--- config.mk ---
export PLATFORM = sky130hd
export DESIGN_NAME = amt_trigger_match
export DESIGN_NICKNAME = d
export VERILOG_FILES = /design/src/rtl/amt_pkg.sv /design/src/rtl/amt_qualify.sv /design/src/rtl/amt_match.sv /design/src/rtl/amt_pick.sv /design/src/rtl/amt_trigger_match.sv
export SDC_FILE = /design/constraint.sdc
export NUM_CORES = 1
export LEC_CHECK = 0
export BUFFER_PORTS_ARGS = -buffer_cell sky130_fd_sc_hd__buf_2
export CAP_MARGIN = 20
export CORE_MARGIN = 3
export CORE_UTILIZATION = 44
export CTS_CLUSTER_SIZE = 24
export DETAILED_ROUTE_END_ITERATION = 16
export GPL_ROUTABILITY_DRIVEN = 0
export PLACE_DENSITY = 0.69
export SYNTH_ARGS = -nofsm -noshare
export SYNTH_HDL_FRONTEND = slang
export SYNTH_SLANG_ARGS = --single-unit
--- constraint.sdc ---
create_clock -name clk -period 12.9 [get_ports clk]
set_input_delay 1.29 -clock clk [delete_from_list [all_inputs] [get_ports clk]]
set_output_delay 1.29 -clock clk [all_outputs]
set_load 0.01 [all_outputs]
--- src/rtl/amt_pkg.sv ---
`timescale 1ns/1ps
package amt_pkg;
  localparam int CW        = 32;
  localparam int OP_LD     = 0;
  localparam int OP_ST     = 1;
  localparam int OP_EX     = 2;
  localparam int PRIV_LO   = 3;
  localparam int VPRIV_LO  = 23;
  localparam int SIZE_LO   = 16;
  localparam int KIND_LO   = 28;
  localparam int CTX_CHK   = 2;
  localparam int CTX_VAL_LO = 3;

  typedef enum logic [3:0] {
    KIND_BASIC = 4'd2,
    KIND_EXT   = 4'd6
  } kind_e;

  function automatic logic [3:0] window_bytes(input logic ext, input logic [CW-1:0] c);
    logic [3:0] code;
    code = ext ? c[SIZE_LO +: 4] : {2'b00, c[SIZE_LO +: 2]};
    case (code)
      4'd1:    return 4'd1;
      4'd2:    return 4'd2;
      default: return 4'd4;
    endcase
  endfunction
endpackage

--- src/rtl/amt_qualify.sv ---
`timescale 1ns/1ps
module amt_qualify
  import amt_pkg::*;
#(
  parameter int CTX_W = 16
) (
  input  logic             clk,
  input  logic             rst,
  input  logic [CW-1:0]    ctrl,
  input  logic [CW-1:0]    ctx,
  input  logic [CTX_W-1:0] mctx,
  input  logic [1:0]       priv,
  input  logic             virt,
  output logic             arm_ex,
  output logic             arm_ld,
  output logic             arm_st,
  output logic [3:0]       win_bytes
);
  logic [3:0] kind;
  logic       is_basic, is_ext;
  logic       any_mode, any_op, priv_ok, ctx_ok, qual;
  logic [4:0] nv_idx, v_idx;
  logic       ctrl_unused, ctx_unused;

  assign kind     = ctrl[KIND_LO +: 4];
  assign is_basic = (kind == KIND_BASIC);
  assign is_ext   = (kind == KIND_EXT);

  assign nv_idx = 5'(PRIV_LO)  + {3'b000, priv};
  assign v_idx  = 5'(VPRIV_LO) + {3'b000, priv};

  always_comb begin
    any_mode = ctrl[PRIV_LO] | ctrl[PRIV_LO+1] | ctrl[PRIV_LO+3];
    if (is_ext) any_mode = any_mode | ctrl[VPRIV_LO] | ctrl[VPRIV_LO+1];
    any_op = |ctrl[OP_EX:OP_LD];
    if (virt) priv_ok = is_ext & ctrl[v_idx];
    else      priv_ok = ctrl[nv_idx];
    ctx_ok = !ctx[CTX_CHK] || (ctx[CTX_VAL_LO +: CTX_W] == mctx);
    qual   = (is_basic | is_ext) & any_mode & any_op & priv_ok & ctx_ok;
  end

  assign arm_ex    = qual & ctrl[OP_EX];
  assign arm_ld    = qual & ctrl[OP_LD];
  assign arm_st    = qual & ctrl[OP_ST];
  assign win_bytes = window_bytes(is_ext, ctrl);

  assign ctrl_unused = ^ctrl;
  assign ctx_unused  = ^ctx;

  AST_BASIC_VIRT_QUIET: assert property (@(posedge clk) disable iff (rst)
    (virt && kind == KIND_BASIC) |-> !(arm_ex || arm_ld || arm_st));
endmodule

--- src/rtl/amt_match.sv ---
`timescale 1ns/1ps
module amt_match #(
  parameter int XLEN = 32
) (
  input  logic            arm_ex,
  input  logic            arm_ld,
  input  logic            arm_st,
  input  logic [3:0]      win_bytes,
  input  logic [XLEN-1:0] cmp,
  input  logic [XLEN-1:0] fetch_pc,
  input  logic            fetch_vld,
  input  logic [XLEN-1:0] mem_addr,
  input  logic            mem_ld,
  input  logic            mem_st,
  input  logic [1:0]      mem_size,
  output logic            ex_hit,
  output logic            mem_hit
);
  localparam int EW = XLEN + 1;
  logic [3:0]    acc_bytes;
  logic [EW-1:0] a_lo, a_hi, c_lo, c_hi;
  logic          overlap;

  assign acc_bytes = 4'd1 << mem_size;
  assign a_lo = {1'b0, mem_addr};
  assign c_lo = {1'b0, cmp};
  assign a_hi = a_lo + EW'(acc_bytes) - EW'(1);
  assign c_hi = c_lo + EW'(win_bytes) - EW'(1);
  assign overlap = (a_lo <= c_hi) && (c_lo <= a_hi);

  assign ex_hit  = arm_ex & fetch_vld & (fetch_pc == cmp);
  assign mem_hit = overlap & ((arm_ld & mem_ld) | (arm_st & mem_st));
endmodule

--- src/rtl/amt_pick.sv ---
`timescale 1ns/1ps
module amt_pick #(
  parameter int N = 4,
  localparam int IW = (N > 1) ? $clog2(N) : 1
) (
  input  logic          clk,
  input  logic          rst,
  input  logic [N-1:0]  req,
  output logic          any,
  output logic [IW-1:0] idx
);
  always_comb begin
    idx = '0;
    for (int i = N - 1; i >= 0; i--) begin
      if (req[i]) idx = IW'(i);
    end
  end
  assign any = |req;

  AST_LOWEST_WINS: assert property (@(posedge clk) disable iff (rst)
    any |-> (req[idx] && ((req & ((N'(1) << idx) - N'(1))) == '0)));
endmodule

--- src/rtl/amt_trigger_match.sv ---
`timescale 1ns/1ps
module amt_trigger_match
  import amt_pkg::*;
#(
  parameter int NUM_TRIG = 4,
  parameter int XLEN     = 32,
  parameter int CTX_W    = 16,
  localparam int IDX_W   = (NUM_TRIG > 1) ? $clog2(NUM_TRIG) : 1
) (
  input  logic                     clk,
  input  logic                     rst,
  input  logic [NUM_TRIG*CW-1:0]   trig_ctrl,
  input  logic [NUM_TRIG*XLEN-1:0] trig_cmp,
  input  logic [NUM_TRIG*CW-1:0]   trig_ctx,
  input  logic [CTX_W-1:0]         mctx,
  input  logic [1:0]               priv,
  input  logic                     virt,
  input  logic [XLEN-1:0]          fetch_pc,
  input  logic                     fetch_vld,
  input  logic [XLEN-1:0]          mem_addr,
  input  logic                     mem_ld,
  input  logic                     mem_st,
  input  logic [1:0]               mem_size,
  output logic                     bp_req,
  output logic [IDX_W-1:0]         bp_idx,
  output logic [XLEN-1:0]          bp_addr
);
  logic [NUM_TRIG-1:0] ex_hit, mem_hit, hit_vec;
  logic                hit_any;
  logic [IDX_W-1:0]    hit_idx;

  for (genvar g = 0; g < NUM_TRIG; g++) begin : g_trig
    logic       a_ex, a_ld, a_st;
    logic [3:0] wb;

    amt_qualify #(.CTX_W(CTX_W)) u_qual (
      .clk       (clk),
      .rst       (rst),
      .ctrl      (trig_ctrl[g*CW +: CW]),
      .ctx       (trig_ctx[g*CW +: CW]),
      .mctx      (mctx),
      .priv      (priv),
      .virt      (virt),
      .arm_ex    (a_ex),
      .arm_ld    (a_ld),
      .arm_st    (a_st),
      .win_bytes (wb)
    );

    amt_match #(.XLEN(XLEN)) u_match (
      .arm_ex    (a_ex),
      .arm_ld    (a_ld),
      .arm_st    (a_st),
      .win_bytes (wb),
      .cmp       (trig_cmp[g*XLEN +: XLEN]),
      .fetch_pc  (fetch_pc),
      .fetch_vld (fetch_vld),
      .mem_addr  (mem_addr),
      .mem_ld    (mem_ld),
      .mem_st    (mem_st),
      .mem_size  (mem_size),
      .ex_hit    (ex_hit[g]),
      .mem_hit   (mem_hit[g])
    );
  end

  assign hit_vec = ex_hit | mem_hit;

  amt_pick #(.N(NUM_TRIG)) u_pick (
    .clk (clk),
    .rst (rst),
    .req (hit_vec),
    .any (hit_any),
    .idx (hit_idx)
  );

  always_ff @(posedge clk) begin
    if (rst) begin
      bp_req  <= 1'b0;
      bp_idx  <= '0;
      bp_addr <= '0;
    end else begin
      bp_req <= hit_any;
      if (hit_any) begin
        bp_idx  <= hit_idx;
        bp_addr <= ex_hit[hit_idx] ? fetch_pc : mem_addr;
      end
    end
  end

  AST_REQ_HAS_STROBE: assert property (@(posedge clk) disable iff (rst)
    bp_req |-> $past(fetch_vld || mem_ld || mem_st));
  AST_IDX_IN_RANGE: assert property (@(posedge clk) disable iff (rst)
    bp_req |-> (int'(bp_idx) < NUM_TRIG));
  AST_EXEC_ADDR: assert property (@(posedge clk) disable iff (rst)
    (bp_req && $past(fetch_vld) && !$past(mem_ld || mem_st)) |-> (bp_addr == $past(fetch_pc)));
endmodule

; ---- Word-level counts from Yosys, hierarchy flattened
; Cells that the tools add are included.
[totals]
reg_bits = 35
latch_bits = 0
mem_bits_rw = 0
rom_bits = 0
inputBits = 474
out_inout_bits = 35
wordCells = 184
n_memories = 0
[classes]
n_addsub = 12
mul = 0
n_div = 0
order_cmp = 11
n_eq_ne = 24
shifts = 1
mux = 39
n_bitwise = 77
reduce_logical = 17
[op_table]
columns = cell, count
row1 = 32-bit by 33-bit less-or-equal comparator with 1-bit output, 8
row2 = "33-bit by 1-bit subtractor with 33-bit output, second input constant", 5
row3 = 32-bit by 3-bit adder with 33-bit output, 4
row4 = 32-bit equality test, 4
row5 = 16-bit equality test, 4
row6 = 1-bit AND, 52
row7 = 1-bit binary-select mux with 5-bit select, 8
row8 = 32-bit by 4-bit adder with 33-bit output, 1
row9 = "4-bit by 2-bit equality test with 1-bit output, second input constant", 8
row10 = 32-bit two-way mux, 1
row11 = 1-bit OR, 24
row12 = 3-bit one-hot mux with 2 select lines, 4
row13 = 1-bit two-way mux, 17
row14 = "4-bit by 1-bit equality test with 1-bit output, second input constant", 4
row15 = "4-bit by 3-bit equality test with 1-bit output, second input constant", 4
row16 = 4-bit two-way mux, 4
row17 = "5-bit by 6-bit < comparator with 1-bit output, second input constant", 2
row18 = 3-bit OR reduction, 4
row19 = 2-bit two-way mux, 4
row20 = "5-bit by 2-bit adder with 5-bit output, first input constant", 1
row21 = 1-bit logical AND, 4
row22 = 1-bit logical NOT, 4
row23 = 1-bit logical OR, 4
row24 = 4-bit OR, 1
row25 = 5 further kinds, 5

; ---- Depth between registers and ports, before layout
[depth]
word_depth = 21
ltp_mapped = 31

; ---- Cells and area by module
; A second synthesis with hierarchy kept.
[hier_totals]
cells_unflattened = 3442
hier_area_um2 = 26036.2
[modules_own_cells]
columns = mod, n_inst, cells_per_inst, area_each_um2, seq_area_each_um2
row1 = amt_match (g_trig[1].u_match ...), 2, 739, 5424.0, 0.0
row2 = amt_match (g_trig[3].u_match), 1, 739, 5420.2, 0.0
row3 = amt_match (g_trig[0].u_match), 1, 728, 5291.3, 0.0
row4 = amt_trigger_match, 1, 270, 2585.0, 700.7
row5 = amt_qualify, 4, 55, 464.2, 0.0
row6 = amt_pick, 1, 7, 35.0, 0.0

; ---- Least setup slack after synthesis
; Ideal clock, no wire load.
[synth_timing]
kind = input port to flip-flop
startpoint = input port trig_ctrl[124]
endpoint = register bp_addr[0]
setup_ns = 0.122
t_arrival_ns = 7.596
t_required_ns = 12.778
path_slack_ns = 5.183
cell_stages = 29
n_path_buf = 1
path_cell_list = nor4bb_1 > o21ai_0 > nand3b_1 > nand2_1 > ha_1 > inv_1 > fa_1 > a21o_1 > a21oi_1 > o21ai_0 > nand2_1 > a311oi_1 > o2111ai_1 > a211oi_1 > o31ai_1 > a21oi_1 > xnor2_1 > ha_1 > nand4_1 > or4_1 > or3_1 > o211ai_1 > a21oi_1 > o41ai_2 > o21bai_2 > o41ai_4 > nor2_1 > buf_2 > a221o_1
[synth_between]
elab_chain_cells = 18
word_cells_on_any_way = 40
classes_between = add/sub: 2 / order compare: 1 / eq/ne: 4 / mux: 15 / bitwise: 16 / reduce/logical: 2
[synth_rtl]
columns = element, line
row1 = from (decl), amt_trigger_match.sv:12  ; input logic [NUM_TRIG*CW-1:0] trig_ctrl,
row2 = branches (longest 18 deep; another with 32-bit by 3-bit adder with 33-bit output), --
row3 = to (signal assigned), amt_trigger_match.sv:86  ; bp_addr <= ex_hit[hit_idx] ? fetch_pc : mem_addr;
row4 = to (decl), amt_trigger_match.sv:26  ; output logic [XLEN-1:0] bp_addr
; Parallel ways; which one is timed is not known. The select of a mux whose other input is x is not followed.
; A chain may end at the register's enable or synchronous reset.

; ---- Final worst setup path
[layout_timing]
startpoint = input port trig_ctrl[95]
endpoint = register bp_addr[9]
[layout_between]
elab_chain_cells = 17
word_cells_on_any_way = 39
classes_between = add/sub: 2 / order compare: 1 / eq/ne: 4 / mux: 14 / bitwise: 16 / reduce/logical: 2
[layout_rtl]
columns = element
row1 = branches (longest 17 deep; another with 32-bit by 3-bit adder with 33-bit output)
; Parallel ways; which one is timed is not known. The select of a mux whose other input is x is not followed.

==> impl_results.md <==
- Fin. Hold Viols: 0
- Tot Pwr: approximately 1.5 mW
- DRT antenna net count: 0
- Worst flop-to-flop path startpoint: bp_addr[29]
- Fin cells: about 3,400
- Metal2 WL: around 37,000 µm
- Leakage: roughly 11 nW
- Final cycle utilization of the critical path: 0.815
- Clock sink total: 35
- CP peak stage delay: approximately 0.68 ns
- Comb pwr share: 0.825
- Yosys cell types: 76
- Post-synthesis cell count: 2,498
- Crit path buffers/inverters: 3
- Unrepaired setup endpoints after global routing: false
- Routed WL per cell: 25.1 µm
- # setup viols final: 0
- Post-CTS Hold Fix Bufs: 0
- Yosys top cell by area: ha_1
- Die Area: 45,300 µm²
- Post-synthesis sequential area ratio: 0.0372
- Footprint of the multi-input gates: 16,900 µm²
- DRC viols: 0
- Ys async rst share: 0
- Global-route wire length before repair: 124,000 µm
- Setup ws final: ~2.4 ns
- FILL cells: approximately 4,200
- Status: finished, final reports clean
- Top cells by area, synth: ha_1 (28%), xnor2_1 (9.4%), xor2_1 (5.7%)
- Synth warnings: 0
- Seq cells post-synth: 35
- Worst endpoint required time: 13.18 ns
- Pint: around 0.70 mW
- DRT Wirelength: between 80,000 and 90,000 µm
- Placed cell areas: between 20,000 and 25,000 µm²
- Post-synth EDFFs: 0
- Core area: 42,100 µm²
- M1 WL: ~32,000 µm
- Syn-to-layout area delta: 14.8%
- Worst-skew pair later-pin latency: 0.33 ns
- Max Slew Vio Count: 0
- Register area: ~700 µm²
- Main flop type after synthesis: dfxtp_1
- Post-CTS setup buffers: 0
- Vias in the first global route: between 20,000 and 25,000
- Period minus WS final: 10.52 ns
- IO buf count: 416
- Detailed Place HPWL: between 70,000 and 80,000 µm
- Vias: around 22,000
- Finished Core Util: 0.513
- Startpoint Class: input pin
- CTS tree: built
- Final Skew: 0 ns
- First-pass iteration count of the detailed router: 8
- WHS: approximately 0.48 ns
- Clk pin slew, worst setup/hold paths: 0.07 ns
- FP Rows: between 70 and 80
- Synthesized cell area: between 15,000 and 20,000 µm²
- Share of the synthesized area in the top cell type: 0.284
- Max-Cap Viols: 0
- R2R setup slack: approximately 12 ns
- Post-Place Cells: 3,396
- Relative slew slack: 0.317
- Hold Path Class: flop to flop
- Most frequent cells after synthesis: ha_1 (428), inv_1 (264), xnor2_1 (203)
- Crit-path leading delay family: compound AO/OA/AOI/OAI gates
- Switch Pwr: between 0.8 and 0.9 mW
- Die height: ~210 µm
- Largest net degree at the start of global routing: 30
- Avg Inst Size Synth: around 7.5 µm²
- Top Layer Used: met5
- Layout cells sized above 1: 0.166
- WL met3: approximately 10000 µm
- Slew @ Worst Pin: 1.01 ns
- FF-to-FF path depth: 2
- CP max-delay cell: nor4bb_1
- Worst Hold End: bp_addr[23]
- Final non-filler cell area: between 20,000 and 25,000 µm²
- Dpl ws: 2.21 ns
- Max Fclk: between 0.09 and 0.1 GHz
- Worst hold start: bp_addr[23]
- # IOs: between 500 and 600
- Pwr/cell area: about 70 nW/µm²
- Tot GR Track Use: 0.362
- Switch share: 0.537
- # resized after CTS: 0
- Via-to-Cell Ratio: around 6.4
- Cts bufs inserted: 5
- CP Capture Type: flop
- Hold path depth: 1
- Initial DRC count: between 2,000 and 2,500
- Synthesized Nets: between 3,000 and 4,000
- CP arrival: between 10 and 15 ns
- Initial antenna violation count: 18
- Starting Density: 0.447
- Clock power frac: 0.102
- Setup TNS: 0 ns
- CP max FO: 21
- CTS H-Tree Depth: 2
- Chip Width: about 210 µm
- Longest Clk Path Bufs: 2
- Final net count: about 3,800
- Worst vdd ir: roughly 0.064 mV
- Root buffer cell: clkbuf_16
- CP Class: input pin to flop
- Top-count cell post-synth: ha_1
- R2r endpoint: bp_addr[29]
- Grt total ovfl: 0
- Portion of total power attributed to sequential cells: 0.073
layout make-up:
cell class / count / share of cell area
sequential: 35 / 0.0324
multi-input combinational: 2133 / 0.782
antenna: 14 / 0.00162
clock buffer: 5 / 0.00579
tap: 539 / 0.0312
timing repair buffer: 424 / 0.0991
clock inverter: 3 / 0.00203
inverter: 265 / 0.0460
routing by layer:
| metal | track usage | vias to the layer above |
|---|---|---|
| li1 | - | 9982 |
| met4 | 0.262 | 10 |
| met3 | 0.0905 | 384 |
| met5 | 0 | - |
| met2 | 0.574 | 1332 |
| met1 | 0.426 | 10100 |
power by group through the flow:
stage	sequential [mW]	clock [mW]	combinational, mW
2_1_floorplan	0.114	0	0.817
3_3_place_gp	0.113	0	1.16
3_5_place_dp	0.113	0	1.21
4_1_cts	0.111	0.157	1.22
5_1_grt	0.111	0.159	1.38
6_report	0.111	0.155	1.26
cell usage in the layout (no fill, tap or decap), types with 42 or more instances in the layout:
cell type / count
nand3_1: 69
xnor2_1: 203
inv_1: 264
nand4_1: 102
a21oi_1: 199
nand2_1: 123
xor2_1: 123
ha_1: 428
a211oi_1: 42
a21o_1: 101
nor2_1: 112
buf_2: 416
o21ai_0: 105
nor3_1: 49
registers in the layout, summed over array words and instances, names as in the netlist:
signal and flops:
bp_addr 32, bp_idx 2, bp_req 1
logic make-up (layout without fill, tap and decap cells):
kind of cell,Yosys count,count (layout),share of synthesized area
AOI/OAI and AO/OA,679,679,0.239
and+or+nand+nor,670,670,0.192
adders and majority gates,433,433,0.290
buffers and inverters,330,697,0.0664
xor gates and xnor gates,326,326,0.152
DFF,35,35,0.0372
muxes,25,25,0.0239
other,0,14,0
how the worst max path moves through the flow:
stage / depth (start not counted) / to / start / slack, ns
after floorplan: 29 / bp_addr[0] / trig_ctrl[124] / 5.18
after global placement: 31 / bp_addr[1] / trig_ctrl[95] / 2.27
after detailed placement: 31 / bp_addr[31] / trig_ctrl[95] / 2.21
after CTS: 31 / bp_addr[31] / trig_ctrl[95] / 2.55
after global routing: 31 / bp_addr[27] / trig_ctrl[95] / 1.87
final: 31 / bp_addr[9] / trig_ctrl[95] / 2.38
Power figures use the tool's default switching activity.
